### src/rtl/quarter_stop_uart_tx_pkg.sv
package quarter_stop_uart_tx_pkg;

  typedef enum logic [1:0] {
    ST_IDLE,
    ST_WAIT,
    ST_DATA,
    ST_STOP
  } txState_t;

  // strobes from control to datapath
  typedef struct packed {
    logic load;      // capture a new word into the shifter
    logic loadRaw;   // 1: word as given, 0: wrap character with start bit
    logic shift;     // advance to the next bit
    logic lineIdle;  // force the line high
  } dpCtl_t;

endpackage

### src/rtl/quarter_stop_uart_tx_dp.sv
module quarter_stop_uart_tx_dp
  import quarter_stop_uart_tx_pkg::*;
#(
  parameter int WORD_W = 32,
  parameter int CHAR_W = 8
) (
  input  logic              clk,
  input  logic              rst,
  input  dpCtl_t            ctl,
  input  logic [WORD_W-1:0] wrData,
  output logic              serialOut
);

  localparam int PAD_W = WORD_W - CHAR_W - 1;

  logic [WORD_W-1:0] shiftReg;
  logic [WORD_W-1:0] framedWord;

  // start bit in bit 0, character next, ones above act as idle fill
  assign framedWord = {{PAD_W{1'b1}}, wrData[CHAR_W-1:0], 1'b0};

  always_ff @(posedge clk) begin
    if (rst) begin
      shiftReg <= '1;
    end else if (ctl.load) begin
      shiftReg <= ctl.loadRaw ? wrData : framedWord;
    end else if (ctl.shift) begin
      shiftReg <= {1'b1, shiftReg[WORD_W-1:1]};
    end
  end

  assign serialOut = ctl.lineIdle | shiftReg[0];

endmodule

### src/rtl/quarter_stop_uart_tx_ctrl.sv
module quarter_stop_uart_tx_ctrl
  import quarter_stop_uart_tx_pkg::*;
#(
  parameter int WORD_W        = 32,
  parameter int CHAR_W        = 8,
  parameter int TICKS_PER_BIT = 4,
  parameter int STOP_W        = 4,
  parameter int STOP_MIN      = 4,
  parameter int STOP_MAX      = 12
) (
  input  logic                       clk,
  input  logic                       rst,
  input  logic                       tick,
  input  logic                       txEnable,
  input  logic                       cfgWrite,
  input  logic                       cfgRaw,
  input  logic [$clog2(WORD_W+1)-1:0] cfgCount,
  input  logic [STOP_W-1:0]          cfgStop,
  input  logic                       wrStrobe,
  input  logic                       statusRead,
  output dpCtl_t                     ctl,
  output logic                       busy,
  output logic                       done,
  output logic                       overrun
);

  localparam int CNT_W   = $clog2(WORD_W + 1);
  localparam int PH_W    = $clog2(TICKS_PER_BIT);
  localparam int GUARD   = TICKS_PER_BIT * (CHAR_W + 2);
  localparam int GUARD_W = $clog2(GUARD + 1);

  txState_t           state;
  logic               cfgRawQ;
  logic [CNT_W-1:0]   cfgBitsQ;
  logic [STOP_W-1:0]  cfgStopQ;
  logic               frmRaw;
  logic [CNT_W-1:0]   bitsLeft;
  logic [STOP_W-1:0]  stopLeft;
  logic [PH_W-1:0]    phase;
  logic [GUARD_W-1:0] guardCnt;
  logic               guardDone;
  logic               lastPhase;
  logic               doneQ;
  logic               overrunQ;

  function automatic logic [STOP_W-1:0] limitStop(input logic [STOP_W-1:0] v);
    if (v < STOP_W'(STOP_MIN)) return STOP_W'(STOP_MIN);
    if (v > STOP_W'(STOP_MAX)) return STOP_W'(STOP_MAX);
    return v;
  endfunction

  function automatic logic [CNT_W-1:0] limitCount(input logic [CNT_W-1:0] v);
    if (v == '0 || v > CNT_W'(WORD_W)) return CNT_W'(WORD_W);
    return v;
  endfunction

  assign guardDone = (guardCnt == GUARD_W'(GUARD));
  assign lastPhase = (phase == PH_W'(TICKS_PER_BIT - 1));

  // configuration register
  always_ff @(posedge clk) begin
    if (rst) begin
      cfgRawQ  <= 1'b0;
      cfgBitsQ <= CNT_W'(WORD_W);
      cfgStopQ <= STOP_W'(STOP_MIN);
    end else if (cfgWrite) begin
      cfgRawQ  <= cfgRaw;
      cfgBitsQ <= limitCount(cfgCount);
      cfgStopQ <= limitStop(cfgStop);
    end
  end

  // idle guard: counts ticks since the output was enabled
  always_ff @(posedge clk) begin
    if (rst || !txEnable) begin
      guardCnt <= '0;
    end else if (tick && !guardDone) begin
      guardCnt <= guardCnt + GUARD_W'(1);
    end
  end

  // sticky overrun, a new rejected write wins over a clear
  always_ff @(posedge clk) begin
    if (rst) begin
      overrunQ <= 1'b0;
    end else if (wrStrobe && state != ST_IDLE) begin
      overrunQ <= 1'b1;
    end else if (statusRead) begin
      overrunQ <= 1'b0;
    end
  end

  // sequencing
  always_ff @(posedge clk) begin
    if (rst) begin
      state    <= ST_IDLE;
      frmRaw   <= 1'b0;
      bitsLeft <= '0;
      stopLeft <= '0;
      phase    <= '0;
      doneQ    <= 1'b0;
    end else begin
      doneQ <= 1'b0;
      if (!txEnable) begin
        state <= ST_IDLE;
      end else begin
        unique case (state)
          ST_IDLE: begin
            if (wrStrobe) begin
              state    <= ST_WAIT;
              frmRaw   <= cfgRawQ;
              bitsLeft <= cfgRawQ ? cfgBitsQ : CNT_W'(CHAR_W + 1);
              stopLeft <= cfgStopQ;
            end
          end
          ST_WAIT: begin
            if (guardDone) begin
              state <= ST_DATA;
              phase <= '0;
            end
          end
          ST_DATA: begin
            if (tick) begin
              if (lastPhase) begin
                phase <= '0;
                if (bitsLeft == CNT_W'(1)) begin
                  if (frmRaw) begin
                    state <= ST_IDLE;
                    doneQ <= 1'b1;
                  end else begin
                    state <= ST_STOP;
                  end
                end else begin
                  bitsLeft <= bitsLeft - CNT_W'(1);
                end
              end else begin
                phase <= phase + PH_W'(1);
              end
            end
          end
          ST_STOP: begin
            if (tick) begin
              if (stopLeft == STOP_W'(1)) begin
                state <= ST_IDLE;
                doneQ <= 1'b1;
              end else begin
                stopLeft <= stopLeft - STOP_W'(1);
              end
            end
          end
          default: state <= ST_IDLE;
        endcase
      end
    end
  end

  always_comb begin
    ctl.load     = (state == ST_IDLE) && txEnable && wrStrobe;
    ctl.loadRaw  = cfgRawQ;
    ctl.shift    = (state == ST_DATA) && tick && lastPhase;
    ctl.lineIdle = !txEnable || (state != ST_DATA);
  end

  assign busy    = (state != ST_IDLE);
  assign done    = doneQ;
  assign overrun = overrunQ;

endmodule

### src/rtl/quarter_stop_uart_tx.sv
module quarter_stop_uart_tx
  import quarter_stop_uart_tx_pkg::*;
#(
  parameter int WORD_W        = 32,
  parameter int CHAR_W        = 8,
  parameter int TICKS_PER_BIT = 4,
  parameter int STOP_W        = 4,
  parameter int STOP_MIN      = 4,
  parameter int STOP_MAX      = 12
) (
  input  logic                        clk,
  input  logic                        rst,
  input  logic                        tick,
  input  logic                        txEnable,
  input  logic                        cfgWrite,
  input  logic                        cfgRaw,
  input  logic [$clog2(WORD_W+1)-1:0] cfgCount,
  input  logic [STOP_W-1:0]           cfgStop,
  input  logic                        wrStrobe,
  input  logic [WORD_W-1:0]           wrData,
  input  logic                        statusRead,
  output logic                        busy,
  output logic                        done,
  output logic                        overrun,
  output logic                        serialOut
);

  localparam int FRAME_BITS = CHAR_W + 2;

  dpCtl_t ctl;

  quarter_stop_uart_tx_ctrl #(
    .WORD_W(WORD_W), .CHAR_W(CHAR_W), .TICKS_PER_BIT(TICKS_PER_BIT),
    .STOP_W(STOP_W), .STOP_MIN(STOP_MIN), .STOP_MAX(STOP_MAX)
  ) u_ctrl (
    .clk(clk), .rst(rst), .tick(tick), .txEnable(txEnable),
    .cfgWrite(cfgWrite), .cfgRaw(cfgRaw), .cfgCount(cfgCount), .cfgStop(cfgStop),
    .wrStrobe(wrStrobe), .statusRead(statusRead),
    .ctl(ctl), .busy(busy), .done(done), .overrun(overrun)
  );

  quarter_stop_uart_tx_dp #(
    .WORD_W(WORD_W), .CHAR_W(CHAR_W)
  ) u_dp (
    .clk(clk), .rst(rst), .ctl(ctl), .wrData(wrData), .serialOut(serialOut)
  );

endmodule

### config.mk
export PLATFORM = sky130hd
export DESIGN_NAME = quarter_stop_uart_tx
export DESIGN_NICKNAME = d
export VERILOG_FILES = /design/src/rtl/quarter_stop_uart_tx_pkg.sv /design/src/rtl/quarter_stop_uart_tx_dp.sv /design/src/rtl/quarter_stop_uart_tx_ctrl.sv /design/src/rtl/quarter_stop_uart_tx.sv
export SDC_FILE = /design/constraint.sdc
export NUM_CORES = 1
export LEC_CHECK = 0
export BUFFER_PORTS_ARGS = -buffer_cell sky130_fd_sc_hd__buf_4
export CAP_MARGIN = 15
export CELL_PAD_IN_SITES_DETAIL_PLACEMENT = 1
export CELL_PAD_IN_SITES_GLOBAL_PLACEMENT = 2
export CORE_ASPECT_RATIO = 1.25
export CORE_MARGIN = 1
export CORE_UTILIZATION = 25
export CTS_CLUSTER_SIZE = 20
export DETAILED_ROUTE_END_ITERATION = 12
export HOLD_SLACK_MARGIN = 0.05
export PLACE_DENSITY = 0.61
export SLEW_MARGIN = 20
export SYNTH_ARGS = -nofsm -noshare
export SYNTH_HDL_FRONTEND = slang
export SYNTH_SLANG_ARGS = --single-unit
### constraint.sdc
create_clock -name clk -period 2.2 [get_ports clk]
set_clock_uncertainty 0.05 [all_clocks]
set_input_delay 0.22 -clock clk [delete_from_list [all_inputs] [get_ports clk]]
set_output_delay 0.22 -clock clk [all_outputs]
set_load 0.01 [all_outputs]
==> results.sh, run 1 <==
export IMPL_status="finished, final reports clean"
export IMPL_drtIter0Drc=132
export IMPL_overflow=0
export IMPL_dieArea_mm2=0.0147
export IMPL_dr_pass1_iters=6
export IMPL_synth_nets=472
export IMPL_clock_path_buffers=2
export IMPL_grt_pass1_wl_mm=15.7
export IMPL_critPathBufInv=1
export IMPL_globalplace_congestion=0.750
export IMPL_wire_per_inst_um=14.9
export IMPL_cts_made_buffers=9
export IMPL_crit_required_ns=2.36
export IMPL_fill_cells=1660
export IMPL_cts_tree="done"
export IMPL_end_kind="register"
export IMPL_synth_edf_count=0
export IMPL_cp_common_cell="a211oi_1"
export IMPL_cts_setup_buffers=0
export IMPL_ioPinCount=54
export IMPL_worst_path_stages=5
export IMPL_crit_fanout=13
export IMPL_netlist_instances=415
export IMPL_tightest_slew_ns=0.445
export IMPL_power_leakage_nw=1.73
export IMPL_dp_cells=615
export IMPL_hpwl_mm=6.51
export IMPL_port_buffers=53
export IMPL_insertion_delay_ns=0.33
export IMPL_drc=0
export IMPL_fp_coreArea_mm2=0.0138
export IMPL_fin_setup_tns_ns=0
export IMPL_start_util_pct=25.7
export IMPL_nets=508
export IMPL_multi_input_area_mm2=0.00193
export IMPL_hold_viol_final=0
export IMPL_period_minus_slack_ns=1.80
export IMPL_synth_seq_cells=66
export IMPL_seq_area_mm2=0.00132
export IMPL_postRouteAntennaNets=0
export IMPL_crit_type="reg2reg"
export IMPL_max_cap_violations=0
export IMPL_slowest_delay_ns=0.48
export IMPL_vdd_drop_max_mv=0.341
export IMPL_syn2layout_area_growth_pct=23.7
export IMPL_cts_clk_slew_worst_paths_ns=0.06
export IMPL_grt_pass1_vias=3200
export IMPL_final_layout_size_suffix_gt1_share_pct=19.3
export IMPL_routed_wl_mm=9.41
export IMPL_hold_path_depth=3
export IMPL_grt_setup_unrepaired="false"
export IMPL_antenna_cells=0
export IMPL_die_h_um=135
export IMPL_synth_ff_type="dfxtp_1"
export IMPL_crit_slowest_cell="dfxtp_1"
export IMPL_yosysWarnings=0
export IMPL_grtUsageTotal_pct=13.7
export IMPL_yosysUniqueCellTypes=51
export IMPL_setup_viol=0
export IMPL_fin_area_mm2=0.00439
export IMPL_report_power_total_mw=3.08
export IMPL_htreeDepth=3
export IMPL_netlist_area_mm2=0.00355
export IMPL_finalMaxSlewViolations=0
export IMPL_via_per_inst=5.04
export IMPL_period_share_pct=81.9
export IMPL_clock_root_buffer="clkbuf_16"
export IMPL_fmax_ghz=0.555
export IMPL_hold_path_class="in2reg"
export IMPL_cts_hold_buf=0
export IMPL_via_count=3179
export IMPL_cts_sinks=66
export IMPL_num_rows=48
export IMPL_die_width_um=109
export IMPL_synth_area_top_cells="dfxtp_1, a211o_1, a311oi_1"
export IMPL_cp_top_family="flip-flops"
export IMPL_grt_max_degree=64
export IMPL_syn_avg_cell_area_um2=8.54
export IMPL_relSlewSlack_pct=70.4
export IMPL_p_per_area_mw_per_mm2=702
export IMPL_reg2reg_depth=5
export IMPL_netlist_area_leader_share_pct=37.3
export IMPL_startpoint_type="register"
export IMPL_antenna_found_initial=0
export IMPL_synth_seq_area_share_pct=37.3
export IMPL_stdcell_count=631
export IMPL_crit_arrival_ns=1.96
export IMPL_yosysTopAreaCell="dfxtp_1"
export IMPL_place_area_mm2=0.00410
export IMPL_synthArstFlopShare_pct=0
export IMPL_fin_util_pct=31.8
export IMPL_cp_cell_sequence="buf_4, nand2b_1, mux2i_1, a211oi_1, a211oi_1"
export IMPL_post_cts_resized=0
synthesized netlist by cell type (2+ instances only):
library cell and count:
inv_1 32, nand4_1 4, a311oi_1 27, clkbuf_1 16, nor3b_1 5, buf_6 2, nand3_1 10, or2_2 2
nor3_1 4, a211oi_1 14, nand3b_1 11, dfxtp_1 66, o32ai_1 2, xor2_1 4, o221ai_1 2, nand2b_1 16
a21oi_1 25, o21ai_0 8, nor2b_1 6, nor4_1 2, buf_4 3, ha_1 7, mux2i_1 12, nor2_1 45
o31ai_1 3, nand2_1 12, xnor2_1 3, nand2_4 2, a21o_1 4, a211o_1 32, buf_2 14
cells in the final DEF (no fill, tap or decap), types with 5 or more instances in the layout:
master | Yosys | final
dfxtp_1 | 66 | 66
ha_1 | 7 | 7
mux2i_1 | 12 | 12
nand3_1 | 10 | 10
nand3b_1 | 11 | 11
inv_1 | 32 | 32
nand2_1 | 12 | 12
nor2_1 | 45 | 45
nor2b_1 | 6 | 6
o21ai_0 | 8 | 8
nor3b_1 | 5 | 5
a211o_1 | 32 | 32
clkbuf_16 | 0 | 9
a211oi_1 | 14 | 14
buf_4 | 3 | 57
nand2b_1 | 16 | 16
a21oi_1 | 25 | 25
a311oi_1 | 27 | 27
through the flow:
stage | hold WS [ns] | setup WS (ns)
6_report | 0.0850 | 0.397
5_1_grt | 0.110 | 0.224
4_1_cts | 0.0724 | 0.372
3_5_place_dp | 0.401 | 0.383
3_3_place_gp | 0.394 | 0.386
2_1_floorplan | 0.306 | 0.585
layout make-up:
class	instances	share of cell area (%)
clock buffers	12	6.08
well taps	175	4.99
clock inverters	4	0.570
flip-flops and latches	66	30.1
inverters	32	2.74
repair buffers	61	11.6
multi-input cells	281	43.9
tightest hold or removal path: stages:
cell     delay, ns
buf_4         0.08
mux2i_1       0.06
nor2_1        0.07
worst paths after layout:
| kind | from | to | slack (ns) |
|---|---|---|---|
| hold reg to reg | u_dp.shiftReg[13] | u_dp.shiftReg[13] | 0.41 |
| setup reg to reg | u_ctrl.state[1] | u_ctrl.bitsLeft[1] | 0.40 |
| setup / recovery | u_ctrl.state[1] | u_ctrl.bitsLeft[1] | 0.40 |
| hold / removal | cfgRaw | u_ctrl.cfgRawQ | 0.09 |
flip-flops by register name, indices dropped and copies added, names as in the netlist:
register	count
u_ctrl.overrun	1
u_ctrl.bitsLeft	6
u_dp.shiftReg	32
u_ctrl.stopLeft	4
u_ctrl.phase	2
u_ctrl.cfgBitsQ	6
u_ctrl.frmRaw	1
u_ctrl.state	2
u_ctrl.done	1
u_ctrl.cfgStopQ	4
u_ctrl.cfgRawQ	1
u_ctrl.guardCnt	6
logic make-up after synthesis:
kind of cell	after synthesis	synth area share, %
XOR/XNOR	7	1.73
AO/OA/AOI/OAI	125	26.4
multiplexers	12	3.39
flip-flops	66	37.3
buffers and inverters	68	8.43
adder cells (fa/ha/maj)	7	2.47
AND/OR/NAND/NOR	130	20.3
layer usage:
metal / global-route usage (%) / share of wire [%] / vias up
met2: 23.3 / 48 / 46
met5: 0 / 0 / -
li1: - / - / 1577
met3: 3.13 / 3.7 / 12
met1: 16.8 / 46 / 1544
met4: 5.03 / 1.7 / 0
report_power, final:
part,leakage [nW],internal [mW],switching [mW]
logic,1.05,0.188,0.203
clock network,0.141,0.851,0.541
registers,0.541,1.26,0.0382
total,1.73,2.29,0.783
No activity file was read; power rests on OpenSTA's default activity.
==> run 2, diff against run 1 <==
--- a/config.mk
+++ b/config.mk
@@ -5,6 +5,7 @@
 export SDC_FILE = /design/constraint.sdc
 export NUM_CORES = 1
 export LEC_CHECK = 0
+export ABC_AREA = 1
 export BUFFER_PORTS_ARGS = -buffer_cell sky130_fd_sc_hd__buf_4
 export CAP_MARGIN = 15
 export CELL_PAD_IN_SITES_DETAIL_PLACEMENT = 1
@@ -15,7 +16,7 @@
 export CTS_CLUSTER_SIZE = 20
 export DETAILED_ROUTE_END_ITERATION = 12
 export HOLD_SLACK_MARGIN = 0.05
-export PLACE_DENSITY = 0.61
+export PLACE_DENSITY = 0.67
 export SLEW_MARGIN = 20
 export SYNTH_ARGS = -nofsm -noshare
 export SYNTH_HDL_FRONTEND = slang
==> constraint.sdc (replaced) <==
create_clock -name clk -period 1.6 [get_ports clk]
set_clock_uncertainty 0.05 [all_clocks]
set_input_delay 0.16 -clock clk [delete_from_list [all_inputs] [get_ports clk]]
set_output_delay 0.16 -clock clk [all_outputs]
set_load 0.01 [all_outputs]
==> results.sh, run 2 <==
export IMPL_grtUsageTotal_pct=14.7
export IMPL_end_kind="output pin"
export IMPL_grt_pass1_wl_mm=16.7
export IMPL_top_register="u_dp.shiftReg"
export IMPL_timing_rr_end="u_ctrl.stopLeft[1]"
export IMPL_synthArstFlopShare_pct=0
export IMPL_fin_util_pct=34.1
export IMPL_drtIter0Drc=93
export IMPL_switching_share_pct=26.7
export IMPL_yosysTopAreaCell="dfxtp_1"
export IMPL_via_count=3352
export IMPL_power_leakage_nw=1.98
export IMPL_htreeDepth=3
export IMPL_yosysWarnings=0
export IMPL_synth_ff_type="dfxtp_1"
export IMPL_grt_max_degree=40
export IMPL_crit_required_ns=1.39
export IMPL_worstHoldStart="wrData[11]"
export IMPL_overflow=0
export IMPL_via_per_inst=4.73
export IMPL_ioPinCount=54
export IMPL_layout_commonest_cell="nand2_1"
export IMPL_wire_per_inst_um=13.7
export IMPL_cp_startpoint="u_ctrl.state[1]"
export IMPL_synth_area_top_cells="dfxtp_1, nand2_1, nand3_1"
export IMPL_antenna_cells=0
export IMPL_crit_arrival_ns=1.30
export IMPL_net_switching_power_mw=1.37
export IMPL_hpwl_mm=7.01
export IMPL_netlist_area_leader_share_pct=38.5
export IMPL_die_width_um=107
export IMPL_netlist_area_mm2=0.00343
export IMPL_synth_seq_cells=66
export IMPL_fin_area_mm2=0.00453
export IMPL_top_layer="met4"
export IMPL_syn2layout_area_growth_pct=31.9
export IMPL_syn_avg_cell_area_um2=7.38
export IMPL_crit_type="reg2out"
export IMPL_pre_cts_slack_ns=-0.0377
export IMPL_synth_most_common_cell="nand2_1"
export IMPL_crit_path_end="serialOut"
export IMPL_cts_tree="done"
export IMPL_detailroute_wirelength_met2_mm=5.05
export IMPL_final_layout_size_suffix_gt1_share_pct=21.8
export IMPL_antenna_found_initial=0
export IMPL_insertion_delay_ns=0.33
export IMPL_drc=0
export IMPL_worst_slack_ns=0.0896
export IMPL_dieArea_mm2=0.0142
export IMPL_synthTopCellsByCount="nand2_1, dfxtp_1, nand3_1, nor2_1, inv_1"
export IMPL_setup_viol=0
export IMPL_period_minus_slack_ns=1.51
export IMPL_netlist_instances=465
export IMPL_p_comb_share_pct=18.4
export IMPL_start_util_pct=25.8
export IMPL_routed_wl_mm=9.68
export IMPL_yosysUniqueCellTypes=36
export IMPL_hold_path_class="in2reg"
export IMPL_largest_register_ffs=32
export IMPL_tightest_slew_ns=0.358
export IMPL_fill_cells=1673
export IMPL_grt_pass1_vias=3561
export IMPL_fmax_ghz=0.662
export IMPL_finalMaxSlewViolations=0
export IMPL_cts_made_buffers=9
export IMPL_cts_sinks=66
export IMPL_num_rows=47
export IMPL_grt_setup_unrepaired="false"
export IMPL_vdd_drop_max_mv=0.588
export IMPL_max_cap_violations=0
export IMPL_p_per_area_mw_per_mm2=1130
export IMPL_synth_seq_area_share_pct=38.5
export IMPL_layout_common_cells="nand2_1, dfxtp_1, buf_4"
export IMPL_power_frac_seq_pct=36.6
export IMPL_die_h_um=133
export IMPL_report_power_total_mw=5.11
export IMPL_status="finished, final reports clean"
export IMPL_met3_length_um=241
export IMPL_r2r_setup_slack_ns=0.11
export IMPL_postRouteAntennaNets=0
export IMPL_wl_met1_mm=4.28
export IMPL_dr_pass1_iters=4
export IMPL_fp_coreArea_mm2=0.0133
export IMPL_period_share_pct=94.4
export IMPL_clock_path_buffers=2
export IMPL_whs_ns=0.0553
export IMPL_synth_edf_count=0
export IMPL_reg2reg_depth=8
export IMPL_place_area_mm2=0.00403
export IMPL_synth_nets=522
export IMPL_power_frac_clock_pct=45.0
export IMPL_crit_fanout=10
export IMPL_nets=589
export IMPL_clock_root_buffer="clkbuf_16"
export IMPL_p_int_mw=3.74
export IMPL_relSlewSlack_pct=76.1
export IMPL_port_buffers=53
export IMPL_reg2reg_from="u_ctrl.state[1]"
export IMPL_startpoint_type="register"
export IMPL_globalplace_congestion=0.820
export IMPL_cts_clk_slew_worst_paths_ns=0.06
export IMPL_hold_viol_final=0
run 2: cell types whose count changed after synthesis, sizes merged, moves of 10 or more:
cell    before  now
a211o       32    0
a211oi      14    4
a311oi      27    0
inv         32   46
mux2i       12    0
nand2       14  109
nand2b      16    0
nand3       11   54
nand3b      11    0
nor2        45   55
o211ai       1   11
o21ai        9   29
o221ai       2   22
run 2: timing repair:
action	in CTS	in global routing
gates resized for setup	1	8
hold buffers	12	0
endpoints found under the hold margin	13	0
pin swaps	0	0
endpoints found under the setup margin	2	35
setup buffers	0	0
run 2: final cells by class:
class | instances | area, µm² | area share [%]
Clock inverter | 6 | 113 | 2.49
Clock buffer | 10 | 239 | 5.28
Sequential cell | 66 | 1320 | 29.2
Timing Repair Buffer | 79 | 664 | 14.7
Tap cell | 171 | 214 | 4.73
Inverter | 46 | 178 | 3.92
Multi-Input combinational cell | 330 | 1800 | 39.7
run 2: worst min-delay path by stage:
stage | depth (start not counted) | to
2_1_floorplan | 2 | u_ctrl.done
3_3_place_gp | 3 | u_dp.shiftReg[31]
3_5_place_dp | 3 | u_dp.shiftReg[31]
4_1_cts | 3 | u_ctrl.done
5_1_grt | 3 | u_dp.shiftReg[10]
6_report | 3 | u_dp.shiftReg[11]
run 2: cells by family after synthesis:
group,share of synthesized area (%)
and+or+nand+nor,29.5
AOI/OAI and AO/OA,19.6
buffers and inverters,9.59
DFF,38.5
adders and majority gates,2.55
xor gates and xnor gates,0.255
run 2: power groups by stage:
| stage | registers (mW) | clock network, mW | logic, mW |
|---|---|---|---|
| final | 1.87 | 2.30 | 0.941 |
| after global routing | 1.89 | 2.46 | 1.07 |
| after CTS | 1.87 | 2.38 | 0.953 |
| after detailed placement | 1.90 | 0 | 0.922 |
| after global placement | 1.90 | 0 | 0.902 |
| after floorplan | 1.88 | 0 | 0.640 |
run 2: critical path, cell delays in order (launching register included):
cell and delay, ns:
dfxtp_1 0.39, inv_4 0.06, nor2_2 0.10, buf_4 0.19
nand2_1 0.08, buf_4 0.15
run 2: stage by stage:
stage                     TNS (ns)  std cells
after floorplan                  0        465
after global placement    -0.00254        680
after detailed placement   -0.0377        680
after CTS                        0        708
after global routing             0        708
final                            0        708
run 2: per-layer routing:
layer / track usage [%] / vias up
met4: 4.57 / 0
met5: 0 / -
met2: 26.6 / 53
li1: - / 1704
met3: 2.86 / 8
met1: 17.1 / 1587
==> run 3, diff against run 2 <==
--- a/config.mk
+++ b/config.mk
@@ -10,7 +10,6 @@
 export CAP_MARGIN = 15
 export CELL_PAD_IN_SITES_DETAIL_PLACEMENT = 1
 export CELL_PAD_IN_SITES_GLOBAL_PLACEMENT = 2
-export CORE_ASPECT_RATIO = 1.25
 export CORE_MARGIN = 1
 export CORE_UTILIZATION = 25
 export CTS_CLUSTER_SIZE = 20
==> results.sh, run 3 (same netlist as run 2, synthesis figures left out) <==
export IMPL_p_int_mw=3.71
export IMPL_max_cap_violations=0
export IMPL_period_minus_slack_ns=1.49
export IMPL_cp_common_cell="buf_4"
export IMPL_report_power_total_mw=5.09
export IMPL_antenna_cells=0
export IMPL_grt_pass1_wl_mm=17.1
export IMPL_largest_register_ffs=32
export IMPL_p_per_area_mw_per_mm2=1110
export IMPL_grt_setup_unrepaired="false"
export IMPL_hold_path_depth=3
export IMPL_via_per_inst=4.69
export IMPL_grtUsageTotal_pct=15.3
export IMPL_switching_share_pct=27.2
export IMPL_htreeDepth=3
export IMPL_power_leakage_nw=2.00
export IMPL_crit_slowest_cell="dfxtp_2"
export IMPL_slowest_delay_ns=0.38
export IMPL_via_count=3374
export IMPL_vdd_drop_max_mv=0.582
export IMPL_start_util_pct=25.8
export IMPL_worst_path_stages=5
export IMPL_final_layout_size_suffix_gt1_share_pct=22.6
export IMPL_crit_type="reg2out"
export IMPL_cts_sinks=66
export IMPL_cts_clk_slew_worst_paths_ns=0.06
export IMPL_drc=0
export IMPL_cts_tree="done"
export IMPL_reg2reg_depth=7
export IMPL_globalplace_congestion=0.761
export IMPL_syn2layout_area_growth_pct=33.4
export IMPL_p_comb_share_pct=19.0
export IMPL_power_frac_seq_pct=36.8
export IMPL_grtUsageMet1_pct=19.3
export IMPL_routed_wl_mm=10.1
export IMPL_port_buffers=53
export IMPL_startpoint_type="register"
export IMPL_layout_common_cells="nand2_1, buf_4, dfxtp_1"
export IMPL_relSlewSlack_pct=74.9
export IMPL_postRouteAntennaNets=0
export IMPL_drtIter0Drc=133
export IMPL_grt_pass1_vias=3480
export IMPL_setup_viol=0
export IMPL_clock_path_buffers=2
export IMPL_status="finished, final reports clean"
export IMPL_num_rows=42
export IMPL_period_share_pct=93.3
export IMPL_antenna_found_initial=0
export IMPL_layout_commonest_cell="nand2_1"
export IMPL_insertion_delay_ns=0.33
export IMPL_cp_cell_sequence="inv_4, nor2_2, buf_4, nand2_1, buf_4"
export IMPL_cp_top_family="buffers and inverters"
export IMPL_fmax_ghz=0.670
export IMPL_fin_setup_tns_ns=0
export IMPL_dp_cells=689
export IMPL_critPathBufInv=3
export IMPL_die_width_um=119
export IMPL_fp_coreArea_mm2=0.0133
export IMPL_use_met2_pct=25.2
export IMPL_crit_required_ns=1.39
export IMPL_fin_util_pct=34.4
export IMPL_cts_setup_buffers=0
export IMPL_wire_per_inst_um=14.0
export IMPL_crit_fanout=10
export IMPL_grtUsageMet3_pct=4.69
export IMPL_dr_pass1_iters=4
export IMPL_end_kind="output pin"
export IMPL_overflow=0
export IMPL_top_usage_layer="met2"
export IMPL_nets=597
export IMPL_hpwl_mm=7.26
export IMPL_cts_made_buffers=9
export IMPL_dieArea_mm2=0.0142
export IMPL_stdcell_count=720
export IMPL_finalMaxSlewViolations=0
export IMPL_hold_path_class="in2reg"
export IMPL_top_register="u_dp.shiftReg"
export IMPL_die_h_um=119
export IMPL_net_switching_power_mw=1.38
export IMPL_hold_viol_final=0
export IMPL_crit_arrival_ns=1.28
export IMPL_ioPinCount=54
export IMPL_grt_max_degree=40
export IMPL_power_frac_clock_pct=44.3
export IMPL_clock_root_buffer="clkbuf_16"
export IMPL_tightest_slew_ns=0.376
run 3: cell types whose count changed in the layout (fill, tap and decap cells not counted), moves of 2 or more:
cell / change
buf_6: +2
dlygate4sd3_1: +3
buf_4: +4
buf_12: -2
nand2_1: -2
nand2_2: +3
run 3: timing repair:
action                                  4_1_cts  5_1_grt
endpoints found under the setup margin        0       40
gates resized for setup                       0       13
endpoints found under the hold margin        16        0
hold buffers                                 15        0
run 3: per-layer routing:
metal,up-vias,share of wire (%)
li1,1719,-
met1,1598,49
met2,50,46
met3,7,4.0
met4,0,1.1
met5,-,0
run 3: tightest hold or removal path, delay by kind of cell:
kind	cells	cell delay, ns
compound gates	1	0.10
buf+inv	1	0.08
simple gates	1	0.07
run 3: per-stage QoR:
step	hold WS [ns]	area (µm²)	setup WS [ns]
global placement	0.337	4040	0.119
global route	0.0531	4580	0.0000943
finish	0.0531	4580	0.107
detailed placement	0.347	4040	0.0767
CTS	0.0514	4530	0.0173
floorplan	0.235	3430	0.200
run 3: final cells by class:
cell class	instances	area, µm²
Fill cell	1643	8720
Multi-Input combinational cell	330	1790
Sequential cell	66	1320
Timing Repair Buffer	87	732
Clock buffer	10	229
Tap cell	176	220
Inverter	46	178
Clock inverter	5	104
run 3: worst paths after layout:
check | end | start | slack (ns)
hold reg to reg | u_ctrl.cfgBitsQ[2] | u_ctrl.cfgBitsQ[2] | 0.41
setup reg to reg | u_dp.shiftReg[25] | u_ctrl.state[0] | 0.13
setup / recovery | serialOut | u_ctrl.state[1] | 0.11
hold / removal | u_dp.shiftReg[23] | wrData[23] | 0.05
run 3: power groups by stage:
stage / registers [mW] / clock network (mW) / logic, mW
3_3_place_gp: 1.90 / 0 / 0.905
6_report: 1.87 / 2.25 / 0.967
3_5_place_dp: 1.90 / 0 / 0.923
2_1_floorplan: 1.88 / 0 / 0.640
4_1_cts: 1.87 / 2.31 / 0.958
5_1_grt: 1.89 / 2.39 / 1.10
